## config.mk

```make
export PLATFORM = sky130hd
export DESIGN_NAME = fifo_ring_slice
export DESIGN_NICKNAME = d
export VERILOG_FILES = /design/src/rtl/fifo_ring_pkg.sv /design/src/rtl/ring_token.sv /design/src/rtl/slice_store.sv /design/src/rtl/slice_level.sv /design/src/rtl/fifo_ring_slice.sv
export SDC_FILE = /design/constraint.sdc
export NUM_CORES = 1
export LEC_CHECK = 0
export ABC_AREA = 1
export BUFFER_PORTS_ARGS = -buffer_cell sky130_fd_sc_hd__clkbuf_2
export CAP_MARGIN = 15
export CORE_ASPECT_RATIO = 0.75
export CORE_MARGIN = 10
export CORE_UTILIZATION = 56
export CTS_CLUSTER_SIZE = 24
export DETAILED_ROUTE_END_ITERATION = 8
export PLACE_DENSITY = 0.75
export SYNTH_ARGS = -nofsm -noshare
export SYNTH_HDL_FRONTEND = slang
export SYNTH_SLANG_ARGS = --single-unit
```

## constraint.sdc

```tcl
create_clock -name clk -period 2.2 [get_ports clk]
set_input_delay 0.55 -clock clk [delete_from_list [all_inputs] [get_ports clk]]
set_output_delay 0.55 -clock clk [all_outputs]
set_load 0.02 [all_outputs]
```

## src/rtl/fifo_ring_pkg.sv

```systemverilog
package fifo_ring_pkg;

    typedef enum logic [1:0] {
        OP_IDLE  = 2'd0,
        OP_WRITE = 2'd1,
        OP_READ  = 2'd2,
        OP_BOTH  = 2'd3
    } slice_op_e;

    typedef struct packed {
        logic empty;
        logic full;
        logic almost_empty;
        logic almost_full;
    } slice_flags_t;

    function automatic slice_op_e op_from(input logic rd_fire, input logic wr_fire);
        return slice_op_e'({rd_fire, wr_fire});
    endfunction

endpackage

```

## src/rtl/ring_token.sv

```systemverilog
module ring_token (
    input  logic clk,
    input  logic rst,
    input  logic is_first,
    input  logic grant_in,
    input  logic op_fire,
    input  logic at_last,
    output logic holds,
    output logic pass_out
);

    assign pass_out = op_fire & at_last;

    always_ff @(posedge clk) begin
        if (rst) begin
            holds <= is_first;
        end else begin
            holds <= (holds & ~pass_out) | grant_in;
        end
    end


    single_owner_chk: assert property (@(posedge clk) disable iff (rst)
        grant_in |-> (!holds || pass_out));

endmodule

```

## src/rtl/slice_store.sv

```systemverilog
module slice_store #(
    parameter int WIDTH = 18,
    parameter int DEPTH = 16,
    parameter int AW    = 4
) (
    input  logic             clk,
    input  logic             rst,
    input  logic             wr_fire,
    input  logic [WIDTH-1:0] wr_data,
    input  logic             rd_fire,
    output logic [AW-1:0]    wr_ptr,
    output logic [AW-1:0]    rd_ptr,
    output logic             wr_last,
    output logic             rd_last,
    output logic [WIDTH-1:0] rd_data,
    output logic             rd_valid
);

    localparam logic [AW-1:0] LAST = AW'(DEPTH - 1);

    logic [WIDTH-1:0] mem [DEPTH];

    assign wr_last = (wr_ptr == LAST);
    assign rd_last = (rd_ptr == LAST);

    always_ff @(posedge clk) begin
        if (wr_fire) begin
            mem[wr_ptr] <= wr_data;
        end
    end

    always_ff @(posedge clk) begin
        if (rst) begin
            wr_ptr <= '0;
        end else if (wr_fire) begin
            wr_ptr <= wr_last ? '0 : wr_ptr + 1'b1;
        end
    end

    always_ff @(posedge clk) begin
        if (rst) begin
            rd_ptr   <= '0;
            rd_data  <= '0;
            rd_valid <= 1'b0;
        end else begin
            rd_valid <= rd_fire;
            if (rd_fire) begin
                rd_data <= mem[rd_ptr];
                rd_ptr  <= rd_last ? '0 : rd_ptr + 1'b1;
            end
        end
    end

endmodule

```

## src/rtl/slice_level.sv

```systemverilog
module slice_level
    import fifo_ring_pkg::*;
#(
    parameter int DEPTH  = 16,
    parameter int CW     = 5,
    parameter int AE_LVL = 2,
    parameter int AF_LVL = 2
) (
    input  logic          clk,
    input  logic          rst,
    input  slice_op_e     op,
    input  logic          wr_tok,
    input  logic          rd_tok,
    output logic [CW-1:0] cnt,
    output slice_flags_t  flags
);

    localparam logic [CW-1:0] TOP     = CW'(DEPTH);
    localparam logic [CW-1:0] AE_MARK = CW'(AE_LVL);
    localparam logic [CW-1:0] AF_MARK = CW'(DEPTH - AF_LVL);

    always_ff @(posedge clk) begin
        if (rst) begin
            cnt <= '0;
        end else begin
            case (op)
                OP_WRITE: cnt <= cnt + 1'b1;
                OP_READ:  cnt <= cnt - 1'b1;
                default:  cnt <= cnt;
            endcase
        end
    end

    always_comb begin
        flags.empty        = rd_tok && (cnt == '0);
        flags.full         = wr_tok && (cnt == TOP);
        flags.almost_empty = (cnt <= AE_MARK);
        flags.almost_full  = (cnt >= AF_MARK);
    end


    cnt_range_chk: assert property (@(posedge clk) disable iff (rst)
        cnt <= TOP);

endmodule

```

## src/rtl/fifo_ring_slice.sv

```systemverilog
module fifo_ring_slice
    import fifo_ring_pkg::*;
#(
    parameter int WIDTH  = 18,
    parameter int DEPTH  = 16,
    parameter int AE_LVL = 2,
    parameter int AF_LVL = 2
) (
    input  logic             clk,
    input  logic             rst,
    input  logic             first_n,
    input  logic             wr_en,
    input  logic [WIDTH-1:0] wr_data,
    input  logic             rd_en,
    input  logic             xi_wr,
    input  logic             xi_rd,
    output logic             xo_wr,
    output logic             xo_rd,
    output logic [WIDTH-1:0] rd_data,
    output logic             rd_valid,
    output logic             wr_tok,
    output logic             rd_tok,
    output logic             empty,
    output logic             full,
    output logic             almost_empty,
    output logic             almost_full
);

    localparam int AW = (DEPTH > 1) ? $clog2(DEPTH) : 1;
    localparam int CW = $clog2(DEPTH + 1);

    logic [CW-1:0] cnt;
    logic [AW-1:0] wr_ptr, rd_ptr;
    logic          wr_last, rd_last;
    logic          wr_fire, rd_fire;
    slice_flags_t  flags;
    slice_op_e     op;

    assign wr_fire = wr_en & wr_tok & (cnt != CW'(DEPTH));
    assign rd_fire = rd_en & rd_tok & (cnt != '0);
    assign op      = op_from(rd_fire, wr_fire);

    ring_token u_wtok (
        .clk      (clk),
        .rst      (rst),
        .is_first (~first_n),
        .grant_in (xi_wr),
        .op_fire  (wr_fire),
        .at_last  (wr_last),
        .holds    (wr_tok),
        .pass_out (xo_wr)
    );

    ring_token u_rtok (
        .clk      (clk),
        .rst      (rst),
        .is_first (~first_n),
        .grant_in (xi_rd),
        .op_fire  (rd_fire),
        .at_last  (rd_last),
        .holds    (rd_tok),
        .pass_out (xo_rd)
    );

    slice_store #(.WIDTH(WIDTH), .DEPTH(DEPTH), .AW(AW)) u_store (
        .clk      (clk),
        .rst      (rst),
        .wr_fire  (wr_fire),
        .wr_data  (wr_data),
        .rd_fire  (rd_fire),
        .wr_ptr   (wr_ptr),
        .rd_ptr   (rd_ptr),
        .wr_last  (wr_last),
        .rd_last  (rd_last),
        .rd_data  (rd_data),
        .rd_valid (rd_valid)
    );

    slice_level #(.DEPTH(DEPTH), .CW(CW), .AE_LVL(AE_LVL), .AF_LVL(AF_LVL)) u_level (
        .clk    (clk),
        .rst    (rst),
        .op     (op),
        .wr_tok (wr_tok),
        .rd_tok (rd_tok),
        .cnt    (cnt),
        .flags  (flags)
    );

    assign empty        = flags.empty;
    assign full         = flags.full;
    assign almost_empty = flags.almost_empty;
    assign almost_full  = flags.almost_full;


    rd_tok_chk: assert property (@(posedge clk) disable iff (rst)
        rd_valid |-> $past(rd_tok));


    rd_hold_chk: assert property (@(posedge clk) disable iff (rst)
        !rd_fire |=> $stable(rd_data));


    empty_block_chk: assert property (@(posedge clk) disable iff (rst)
        (empty && rd_en) |=> !rd_valid);


    wr_wrap_chk: assert property (@(posedge clk) disable iff (rst)
        xo_wr |=> (wr_ptr == '0));


    rd_wrap_chk: assert property (@(posedge clk) disable iff (rst)
        xo_rd |=> (rd_ptr == '0));


    full_block_chk: assert property (@(posedge clk) disable iff (rst)
        (full && wr_en) |=> $stable(wr_ptr));


    both_cnt_chk: assert property (@(posedge clk) disable iff (rst)
        (wr_fire && rd_fire) |=> $stable(cnt));

endmodule

```

# Word level (Yosys, flattened, before mapping)
# Memories as Yosys holds them, arrays and structs flattened. A register that Yosys moved wholly into a read port is not among the register bits.
# Cells that the tools add are included.
dict set report word_totals {
  reg_bits 16
  ram_bits 288
  inputBits 25
  out_inout_bits 27
  elab_cells 44
  mem_count 1
}
dict set report op_classes {
  addsub 4
  magnitude_cmp 2
  eq_ne 6
  n_mux 7
  bitwise 13
  n_reduce_logical 5
}
# memory depth width rd rd_ports_with_merged_regs wr line
set memory_table {}
lappend memory_table {u_store.mem 16 18 1 1 1 slice_store.sv:21} ;# logic [WIDTH-1:0] mem [DEPTH];
# operator count
set op_table {}
lappend op_table {{5-bit case mux with 2 select lines} 1}
lappend op_table {{4-bit by 1-bit adder with 4-bit output (second input constant)} 2}
lappend op_table {{1-bit AND} 8}
lappend op_table {{4-bit equality test (second input constant)} 2}
lappend op_table {{4-bit two-way mux} 2}
lappend op_table {{5-bit by 1-bit adder with 5-bit output (second input constant)} 1}
lappend op_table {{5-bit equality test (second input constant)} 1}
lappend op_table {{5-bit by 4-bit greater-or-equal comparator with 1-bit output (second input constant)} 1}
lappend op_table {{5-bit by 2-bit less-or-equal comparator with 1-bit output (second input constant)} 1}
lappend op_table {{5-bit zero test} 1}
lappend op_table {{5-bit inequality test (second input constant)} 1}
lappend op_table {{5-bit nonzero test} 1}
lappend op_table {{5-bit by 1-bit subtractor with 5-bit output (second input constant)} 1}
lappend op_table {{1-bit two-way mux} 4}
lappend op_table {{1-bit inverter} 3}
lappend op_table {{2-bit by 1-bit equality test with 1-bit output (second input constant)} 1}
lappend op_table {{2-bit equality test (second input constant)} 1}
lappend op_table {{1-bit logical AND} 2}
lappend op_table {{1-bit OR} 2}
lappend op_table {{2-bit nonzero test} 1}

# Logic depth before layout (Yosys ltp)
dict set report logic_depth {
  word_depth 7
  mapped_depth 17
  depth_no_buf 15
}

# Modules after synthesis
# Synthesis repeated with hierarchy kept, for this count alone.
dict set report hier_totals {
  hier_cells 1183
  area_unflattened_um2 13145.1
}
# mod instances cells_per_inst area_each_um2 seq_area_each_um2
set by_module_without_submodules {}
lappend by_module_without_submodules {slice_store 1 1082 12527.0 9188.8}
lappend by_module_without_submodules {slice_level 1 71 445.4 100.1}
lappend by_module_without_submodules {ring_token 2 8 56.3 20.0}
lappend by_module_without_submodules {fifo_ring_slice 1 14 60.1 0.0}

# Least setup slack after synthesis
# No wires, ideal clock.
dict set report synth_path {
  kind {in2reg}
  start {input rd_en}
  end {register u_level.cnt[4]}
  setup_ps 132
  t_arrival_ps 2061
  required_time_ps 2068
  slack_ps 6
  path_stages 17
  n_path_buf 2
  cell_sequence {nand2_1 inv_1 nand2_1 inv_2 buf_4 ha_1 clkbuf_2 xor2_1 ha_1 inv_1 nand2_1 nand3_1 nand2_1 nand2_1 nand2_1 nand2_1 a21oi_1}
}
dict set report synth_via {
  elab_chain_len 4
  elab_cells_between_ends 6
  classes_between {eq/ne: 2; mux: 1; bitwise: 2; reduce/logical: 1}
}
# item line
set synth_rtl {}
lappend synth_rtl {{from (decl)} fifo_ring_slice.sv:14} ;# input logic rd_en,
lappend synth_rtl {{1-bit AND * (2 in series)} fifo_ring_slice.sv:40} ;# assign rd_fire = rd_en & rd_tok & (cnt != '0);
lappend synth_rtl {{named net rd_fire} fifo_ring_slice.sv:35} ;# logic wr_fire, rd_fire;
lappend synth_rtl {{2-bit equality test or 2-bit by 1-bit equality test with 1-bit output (tied branches)} slice_level.sv:26} ;# case (op)
lappend synth_rtl {{5-bit case mux with 2 select lines or 2-bit nonzero test (tied branches)} -}
lappend synth_rtl {{to (signal assigned)} slice_level.sv:27} ;# OP_WRITE: cnt <= cnt + 1'b1;
lappend synth_rtl {{to (signal assigned)} slice_level.sv:28} ;# OP_READ: cnt <= cnt - 1'b1;
lappend synth_rtl {{to (signal assigned)} slice_level.sv:29} ;# default: cnt <= cnt;
lappend synth_rtl {{to (decl)} slice_level.sv:14} ;# output logic [CW-1:0] cnt,
# Mark *: on every way through the listed nets, which the timed path passes. The rest lies on a longest branch.
# A chain may end at the register's enable or synchronous reset.

# Worst setup path after layout
dict set report layout_path {
  start {register u_level.cnt[2]}
  end {output xo_rd}
}
dict set report layout_via {
  elab_chain_len 3
}
# item line
set layout_rtl {}
lappend layout_rtl {{5-bit nonzero test} fifo_ring_slice.sv:40}
lappend layout_rtl {{1-bit AND} fifo_ring_slice.sv:40}
lappend layout_rtl {{1-bit AND} ring_token.sv:12} ;# assign pass_out = op_fire & at_last;
lappend layout_rtl {{to (decl)} fifo_ring_slice.sv:18} ;# output logic xo_rd,
# Every way passes these cells.

==> results_dict.tcl <==
set metrics [dict create \
    die-area_um2 31420 \
    crit_fanout 4 \
    fmax_mhz 452.5 \
    yosys.area.top_type "edfxtp_1" \
    ctsHoldBuffers 0 \
    vias_per_cell 5.259 \
    slew_violations 0 \
    grt_pass1_wl_mm 50.93 \
    final_util 0.6559 \
    mostFrequentLayoutCells "415 x nand2_1, 288 x edfxtp_1, 209 x nand3_1, 187 x inv_1, 79 x nor2_1" \
    wl_per_cell_um 17.71 \
    worstSkewPairLatency_ps 560 \
    critPathKind "flip-flop to output pin" \
    cts_tree "yes" \
    core_area_um2 24160 \
    end_kind "output pin" \
    cp.required_ps 1650 \
    post-route-min-period_ps 2210 \
    fill_cells 1820 \
    drv_cap 0 \
    drc_errors 0 \
    port-buffer-count 51 \
    wirelength_mm 31.97 \
    synth_warnings 0 \
    avgSynthCellArea_um2 10.10 \
    layout.nets 1482 \
    max-clock-path-buffers 3 \
    outcome "complete, but fails checks" \
    vias 9493 \
    cpMostUsedCell "inv_2" \
    cts_sinks 322 \
    crit_slowest_cell "dfxtp_4" \
    rows 49 \
    dr.pass1.iters 5 \
    grt_overflow 0 \
    grt_max_degree 66 \
    die_h_um 156.0 \
    final_common_cell "nand2_1" \
    yosysSeqAreaShare 0.6753 \
    synth_area_um2 13810 \
    place.gp.congestion 0.8416 \
    initial_core_util 0.5719 \
    area_growth_pct 14.68 \
    relSlewSlack 0.6631 \
    finalClockSkew_ps 12.38 \
    tightest_slew_ps 505.4 \
    drive_gt1_frac 0.1452 \
    fin_ws_ps -9.918 \
    synth_nets 1401 \
    critPathMaxStageDelay_ps 360 \
    drt_iter0_drc 796 \
    place_hpwl_mm 19.49 \
    worst_setup_path_start_kind "flip-flop" \
    reg2reg_from "u_level.cnt[2]" \
    min_from "xi_rd" \
    antenna_found_initial 0 \
    ir_drop_v 0.0006593 \
    min_path_type "input pin to flip-flop" \
    crit_chain "nor2_4 -> nand4_1 -> nand2_1 -> inv_2 -> buf_12 -> nand2_4 -> inv_2 -> buf_8" \
    rsz0062_at_grt "yes" \
    leakagePower_nw 6.723 \
    grt_util_all_layers 0.2017 \
    crit_arrival_ps 1660 \
    finalSetupViolCount 1 \
    h-tree-depth 1 \
    synth_seq_cells 322 \
    period_share 1.005 \
    rrSetupSlack_ps 110 \
    io_pins 52 \
    ys_top_cells_by_area "edfxtp_1 63%, nand2_1 11%, nand3_1 7.6%" \
    violations "negative setup slack" \
    synth_top_area_frac 0.6260 \
    die_w_um 201.4 \
    clkTransAtPathRegs_ps 60 \
    ys_types 26 \
    final-hold-violation-count 0 \
    diodes 0 \
    antenna_left 0 \
    p_per_area_nw_per_um2 944.2 \
    synth_cells 1368 \
    holdWs_ps 209.0 \
    crit_start "u_level.cnt[2]" \
    grt_pass1_vias 9464 \
    cts_made_buffers 31 \
    cts-root-buf "clkbuf_16" \
]
registers in the layout, summed over array words and instances (netlist names):
signal            flops
u_rtok.holds          1
u_level.cnt           5
u_store.wr_ptr        4
u_store.rd_data      18
u_store.rd_ptr        4
u_wtok.holds          1
u_store.rd_valid      1
u_store.mem         288
area by class of cell:
class                   count  area [µm²]  share of cell area
clock buffers              48       899.6             0.05678
clock inverters            10       66.31            0.004186
inverters                 195       737.0             0.04652
multi-input cells         783        3491              0.2203
flip-flops and latches    322        9354              0.5904
well taps                 331       414.1             0.02614
repair buffers            116       880.8             0.05560
cells in the mapped netlist:
cell type and n:
buf_6 8, nand3_1 211, o31ai_1 1, buf_1 9, nor3_1 2, clkbuf_2 1, clkbuf_1 18, nor2_1 95
or2_2 1, o21ai_0 23, a211oi_1 1, a21boi_1 1, nand2_1 420, inv_2 5, nand4_1 2, inv_1 190
a21oi_1 11, xor2_1 4, buf_4 11, ha_1 8, edfxtp_1 288, nor3_2 1, nand3b_1 1, dfxtp_1 34
buf_2 21, nor2_2 1
repair_timing:
item / in CTS / in global routing
endpoints found under the setup margin: 3 / 6
gates resized for setup: 28 / 18
buffers inserted: 10 / 4
pin swaps: 7 / 7
cloned: 1 / 0
worst paths after layout:
kind	end	cells past startpoint
max	xo_rd	8
min	u_rtok.holds	3
max reg2reg	u_level.cnt[4]	16
min reg2reg	u_level.cnt[4]	2
per-stage QoR:
| step | setup WS (ps) | cells | total power [mW] | area (µm²) | setup TNS [ps] |
|---|---|---|---|---|---|
| 4_1_cts | -36.54 | 1801 | 14.95 | 15760 | -36.54 |
| 3_3_place_gp | 110.2 | 1733 | 9.783 | 14610 | 0 |
| 3_5_place_dp | 115.4 | 1733 | 9.821 | 14610 | 0 |
| 2_1_floorplan | 6.381 | 1368 | 9.005 | 13810 | 0 |
| 5_1_grt | -74.07 | 1805 | 15.64 | 15840 | -172.9 |
| 6_report | -9.918 | 1805 | 14.96 | 15840 | -9.918 |
worst max-delay path, delay by kind of cell, from the launching register on:
| kind | cells | cell delay [ps] |
|---|---|---|
| buffers and inverters | 4 | 340 |
| and+or+nand+nor | 4 | 410 |
| DFF | 1 | 360 |
metal layers:
layer  share of wire  GRT usage  routed length [µm]
met1            0.42     0.2601               13350
met2            0.48     0.3424               15400
met3           0.074    0.03465                2356
met4           0.027    0.06462                 857
met5               0          0                   0
kinds of logic after synthesis:
| group | after synthesis | synth area share |
|---|---|---|
| flops | 322 | 0.6753 |
| xor+xnor | 4 | 0.002536 |
| buf+inv | 263 | 0.08079 |
| fa+ha+maj | 8 | 0.007246 |
| simple gates | 734 | 0.2202 |
| compound gates | 37 | 0.01395 |
power by group:
group / switching [mW] / internal, mW / total [mW]
clock network: 2.20 / 2.81 / 5.01
registers: 0.107 / 6.86 / 6.97
logic: 1.99 / 0.993 / 2.98
Note: power is estimated with default switching activity, not from simulation.
